[src/rtl/irq_pkg.sv]
`timescale 1ns/1ps
package irq_pkg;
  localparam int unsigned DEF_VEC_W   = 8;
  localparam int unsigned DEF_NMI_VEC = 2;
  localparam int unsigned DEF_RST_STG = 2;

  typedef enum logic [1:0] {
    SRC_NONE     = 2'd0,
    SRC_URGENT   = 2'd1,
    SRC_MASKABLE = 2'd2
  } irq_src_e;
endpackage

[src/rtl/irq_rst_sync.sv]
`timescale 1ns/1ps
module irq_rst_sync #(
  parameter int unsigned STAGES = 2
) (
  input  logic clk_i,
  input  logic rst_n_i,
  output logic rst_n_o
);
  logic [STAGES-1:0] chain_q;
  logic [STAGES-1:0] chain_d;

  always_comb begin
    chain_d = {chain_q[STAGES-2:0], 1'b1};
  end

  always_ff @(posedge clk_i or negedge rst_n_i) begin
    if (!rst_n_i) chain_q <= '0;
    else          chain_q <= chain_d;
  end

  assign rst_n_o = chain_q[STAGES-1];
endmodule

[src/rtl/irq_urgent_latch.sv]
`timescale 1ns/1ps
module irq_urgent_latch (
  input  logic clk_i,
  input  logic rst_n_i,
  input  logic copro_irq_i,
  input  logic parity_err_i,
  input  logic parity_nmi_en_i,
  input  logic service_i,
  output logic pending_o
);
  logic src;
  logic src_q, src_d;
  logic rise;
  logic pend_q, pend_d;

  // Combined unmaskable source
  always_comb begin
    src = copro_irq_i | (parity_err_i & parity_nmi_en_i);
  end

  // Edge detect and hold-until-serviced; new edge beats clear
  always_comb begin
    rise   = src & ~src_q;
    src_d  = src;
    pend_d = rise | (pend_q & ~service_i);
  end

  // src_q resets high so a level present at release is not an edge
  always_ff @(posedge clk_i or negedge rst_n_i) begin
    if (!rst_n_i) begin
      src_q  <= 1'b1;
      pend_q <= 1'b0;
    end else begin
      src_q  <= src_d;
      pend_q <= pend_d;
    end
  end

  assign pending_o = pend_q;

  a_r10_cleared_on_service: assert property (@(posedge clk_i) disable iff (!rst_n_i)
    ($past(service_i) && !$past(rise)) |-> !pend_q);

  a_r4_edge_latched: assert property (@(posedge clk_i) disable iff (!rst_n_i)
    rise |=> pend_q);
endmodule

[src/rtl/irq_arbiter.sv]
`timescale 1ns/1ps
module irq_arbiter
  import irq_pkg::*;
#(
  parameter int unsigned VEC_W   = DEF_VEC_W,
  parameter int unsigned NMI_VEC = DEF_NMI_VEC
) (
  input  logic             clk_i,
  input  logic             rst_n_i,
  input  logic             instr_done_i,
  input  logic             urgent_pend_i,
  input  logic             intr_i,
  input  logic             if_flag_i,
  output logic             service_o,
  output logic             take_o,
  output logic             ext_ack_o,
  output logic [VEC_W-1:0] vec_o
);
  localparam logic [VEC_W-1:0] URGENT_CODE = VEC_W'(NMI_VEC);

  irq_src_e         sel;
  logic             take_q, take_d;
  logic             ack_q, ack_d;
  logic [VEC_W-1:0] vec_q, vec_d;

  // Boundary decision: urgent first, then flag-gated level
  always_comb begin
    sel = SRC_NONE;
    if (instr_done_i) begin
      if (urgent_pend_i)            sel = SRC_URGENT;
      else if (intr_i && if_flag_i) sel = SRC_MASKABLE;
    end
  end

  always_comb begin
    take_d = (sel != SRC_NONE);
    ack_d  = (sel == SRC_MASKABLE);
    vec_d  = (sel == SRC_URGENT) ? URGENT_CODE : '0;
  end

  always_ff @(posedge clk_i or negedge rst_n_i) begin
    if (!rst_n_i) begin
      take_q <= 1'b0;
      ack_q  <= 1'b0;
      vec_q  <= '0;
    end else begin
      take_q <= take_d;
      ack_q  <= ack_d;
      vec_q  <= vec_d;
    end
  end

  assign service_o = (sel == SRC_URGENT);
  assign take_o    = take_q;
  assign ext_ack_o = ack_q;
  assign vec_o     = vec_q;

  a_r2_take_needs_boundary: assert property (@(posedge clk_i) disable iff (!rst_n_i)
    take_q |-> $past(instr_done_i));

  a_r5_urgent_code: assert property (@(posedge clk_i) disable iff (!rst_n_i)
    (take_q && !ack_q) |-> (vec_q == URGENT_CODE));

  a_r7_ack_zero_type: assert property (@(posedge clk_i) disable iff (!rst_n_i)
    ack_q |-> (take_q && vec_q == '0));

  a_r8_flag_gates_level: assert property (@(posedge clk_i) disable iff (!rst_n_i)
    (take_q && ack_q) |-> $past(if_flag_i && intr_i));

  a_r9_urgent_wins: assert property (@(posedge clk_i) disable iff (!rst_n_i)
    (instr_done_i && urgent_pend_i) |=> (take_q && !ack_q));
endmodule

[src/rtl/irq_boundary_recognizer.sv]
`timescale 1ns/1ps
module irq_boundary_recognizer
  import irq_pkg::*;
#(
  parameter int unsigned VEC_W      = DEF_VEC_W,
  parameter int unsigned NMI_VEC    = DEF_NMI_VEC,
  parameter int unsigned RST_STAGES = DEF_RST_STG
) (
  input  logic             clk_i,
  input  logic             rst_n_i,
  input  logic             instr_done_i,
  input  logic             intr_i,
  input  logic             if_flag_i,
  input  logic             copro_irq_i,
  input  logic             parity_err_i,
  input  logic             parity_nmi_en_i,
  output logic             take_o,
  output logic             ext_ack_o,
  output logic [VEC_W-1:0] vec_type_o
);
  logic rst_int_n;
  logic urgent_pend;
  logic service;

  irq_rst_sync #(.STAGES(RST_STAGES)) u_rst (
    .clk_i   (clk_i),
    .rst_n_i (rst_n_i),
    .rst_n_o (rst_int_n)
  );

  irq_urgent_latch u_urgent (
    .clk_i           (clk_i),
    .rst_n_i         (rst_int_n),
    .copro_irq_i     (copro_irq_i),
    .parity_err_i    (parity_err_i),
    .parity_nmi_en_i (parity_nmi_en_i),
    .service_i       (service),
    .pending_o       (urgent_pend)
  );

  irq_arbiter #(.VEC_W(VEC_W), .NMI_VEC(NMI_VEC)) u_arb (
    .clk_i         (clk_i),
    .rst_n_i       (rst_int_n),
    .instr_done_i  (instr_done_i),
    .urgent_pend_i (urgent_pend),
    .intr_i        (intr_i),
    .if_flag_i     (if_flag_i),
    .service_o     (service),
    .take_o        (take_o),
    .ext_ack_o     (ext_ack_o),
    .vec_o         (vec_type_o)
  );

  a_r1_quiet_in_reset: assert property (@(posedge clk_i)
    !rst_int_n |-> (!take_o && !ext_ack_o && vec_type_o == '0));
endmodule

[config.mk]
export PLATFORM = sky130hd
export DESIGN_NAME = irq_boundary_recognizer
export DESIGN_NICKNAME = d
export VERILOG_FILES = /design/src/rtl/irq_pkg.sv /design/src/rtl/irq_rst_sync.sv /design/src/rtl/irq_urgent_latch.sv /design/src/rtl/irq_arbiter.sv /design/src/rtl/irq_boundary_recognizer.sv
export SDC_FILE = /design/constraint.sdc
export NUM_CORES = 1
export LEC_CHECK = 0
export ABC_AREA = 1
export CAP_MARGIN = 20
export CORE_AREA = 5 5 42 44
export CTS_CLUSTER_DIAMETER = 30
export DETAILED_ROUTE_END_ITERATION = 12
export DIE_AREA = 0 0 47 49
export GPL_ROUTABILITY_DRIVEN = 0
export PLACE_DENSITY = 0.54
export SLEW_MARGIN = 25
export SYNTH_ARGS = -nofsm -noshare
export SYNTH_HDL_FRONTEND = slang
export SYNTH_HIERARCHICAL = 1
export SYNTH_SLANG_ARGS = --single-unit
[constraint.sdc]
create_clock -name clk_i -period 0.8 [get_ports clk_i]
set_input_delay 0.16 -clock clk_i [delete_from_list [all_inputs] [get_ports clk_i]]
set_output_delay 0.16 -clock clk_i [all_outputs]
set_load 0.1 [all_outputs]
==> summary.md <==
| Metric | Value |
|---|---|
| Final WS setup | `-0.248 ns` |
| Synth Cell Area | `around 300 sq um` |
| Fin Clk Skew | `roughly 0.00080 ns` |
| Drt drc | `0` |
| Period utilization | `1.31` |
| Static Leak | `0.234 nW` |
| Crit path required time | `~0.64 ns` |
| Synth top area share | `0.494` |
| DRT Wirelength | `roughly 420 um` |
| Critical Path Source | `u_arb/take_o` |
| Initial antenna violation count | `0` |
| Status | `finished with violations` |
| IO Port Bufs | `10` |
| First-pass DRT Iterations | `2` |
| RSZ-0062 raised after global routing | `true` |
| Count of maximum capacitance violations | `0` |
| Total clock sinks | `7` |
| Reg-to-reg slack, setup | `around 0.06 ns` |
| Hold Violations, Final | `0` |
| HPWL after DPL | `approximately 370 um` |
| Crit path capture type | `output pin` |
| H-tree depth | `1` |
| Minimum hold slack | `0.0746 ns` |
| Fin nets | `55` |
| First-pass GRT wire length | `about 700 um` |
| Die Y | `49 um` |
| Wire per inst | `~6.7 um` |
| Buffer levels on the longest clock path | `2` |
| Layout cell share with drive strength beyond 1 | `0.326` |
| Max VDD drop | `approximately 1400 uV` |
| Core Box Area | `1400 sq um` |
| Synthesized instance count | `32` |
| GRT overflow | `0` |
| Yosys reg bits | `7` |
| Die X | `around 47 um` |
| Number of enable flip-flop cells after synthesis | `0` |
| Largest net degree at the start of global routing | `6` |
| Synth cell types | `10` |
| CTS tree | `yes` |
| Fin. max-slew vios | `0` |
| Fill cells | `between 150 and 200` |
| Max Clk Rate | `approximately 0.95 GHz` |
| Sequential share of the synthesized area | `0.580` |
| Number of diodes | `0` |
| R2R Path Start | `u_urgent/src_q` |
| Top post-synthesis cells by area | `dfrtp_1 49%, buf_4 17%, dfstp_2 8.6%` |
| Hold Crit Class | `reg2async` |
| Power per cell area | `about 2400 nW/um^2` |
| Syn avg cell area | `about 9.5 sq um` |
| Count of final setup violators | `3` |
| Hold buffers post-CTS | `0` |
| Vias per inst | `3.26` |
| Async S/R FF share, synth | `1.00` |
| Die Area | `2300 sq um` |
| Total vias in the final route | `202` |
| Critical-path cell list | `buf_12` |
| CTS clk-pin slew, worst paths | `0.05 ns` |
| Failing checks | `negative setup slack` |
| Tot GR Track Use | `0.0468` |
| Num rows | `14` |
| Yosys warning total | `6` |
| Layout area overhead | `54.3%` |
| 1st-iter DRT viols | `1` |
| Crit Path Max Fanout | `1` |
| I/O Pins | `18` |
| CTS Buf Count | `3` |
| WS Path Type | `reg2out` |
| Initial Util | `0.217` |
| CP max stage delay | `0.47 ns` |
| Final min period | `about 1.0 ns` |
| CP startpoint kind | `flip-flop` |
| Root Driver | `clkbuf_4` |
| Crit-path leading delay family | `flip-flops` |
| Most frequent cells after synthesis | `7 x buf_4, 7 x nand2_1, 6 x dfrtp_1` |
| Largest area contributor in the netlist | `dfrtp_1` |
| Routed Antenna Nets | `0` |
| Register area | `between 150 and 200 sq um` |
| Place WS | `-0.197 ns` |
| Area of the multi-input gates | `around 75 sq um` |
| Clock latency on the worst-skew pair | `around 0.24 ns` |
| Via count of the first global-routing pass | `about 170` |
| CP max stage cell | `dfrtp_4` |
| FF-to-FF End | `u_urgent/pending_o` |
| Main synth FF type | `dfrtp_1` |
| Worst path arrival time | `0.89 ns` |
| Buf/Inv on CP | `1` |
| R2R depth | `3` |
## stage by stage
step,power [mW],cells,cell area [sq um],TNS [ns],utilization
2_1_floorplan,0.747,38,338,0,-
3_3_place_gp,0.836,58,443,-0.541,0.316
3_5_place_dp,0.840,58,443,-0.499,0.316
4_1_cts,1.16,62,469,-0.778,0.335
5_1_grt,1.21,62,469,-0.844,0.335
6_report,1.14,62,469,-0.742,0.335
## cell families (layout without fill, tap and decap cells)
logic type | after synthesis | in the layout | share of synthesized area
other cells | 2 | 8 | 0.0247
buf+inv | 13 | 21 | 0.247
simple gates | 9 | 9 | 0.119
flops | 7 | 7 | 0.580
compound gates | 1 | 1 | 0.0288
## how the worst max path moves through the flow
stage | cells past startpoint | endpoint
after global routing | 1 | ext_ack_o
after global placement | 6 | u_urgent/pending_o
final | 1 | take_o
after CTS | 1 | take_o
after floorplan | 0 | ext_ack_o
after detailed placement | 6 | u_urgent/pending_o
## registers in the layout, indices dropped and copies added, names as in the netlist
register / cells
u_rst/chain_q: 2
u_arb/take_o: 1
u_urgent/pending_o: 1
u_arb/ext_ack_o: 1
u_arb/vec_o: 1
u_urgent/src_q: 1
## final cells by class
cell class	count	area share
sequential	7	0.400
inverter	6	0.0480
multi-input combinational	18	0.160
clock buffer	4	0.0560
tap	16	0.0427
timing repair buffer	11	0.293
## placed cells by master (no fill, tap or decap), drive strengths merged
master	Yosys	layout
clkbuf	0	4
nand2	8	8
buf	7	4
inv	6	6
clkdlybuf4s50	0	7
a21oi	1	1
dfstp	1	1
dfrtp	6	6
nor2	1	1
conb	2	8
## timing repair
item / 4_1_cts / 5_1_grt
buffers inserted: 0 / 0
resized for setup: 0 / 1
pin swaps: 0 / 0
setup endpoints to repair: 3 / 4
## power by group
group | switching (mW) | internal, mW
combinational | 0.297 | 0.109
clock | 0.119 | 0.190
sequential | 0.0264 | 0.400
## per-layer routing
metal / GRT usage / up-vias / part of all wire
met1: 0.0495 / 85 / 0.38
met5: 0 / - / 0
met3: 0.0664 / 0 / 0.16
met2: 0.0520 / 13 / 0.47
li1: - / 104 / -
met4: 0.0138 / 0 / 0
Note: power is estimated with default switching activity, not from simulation.
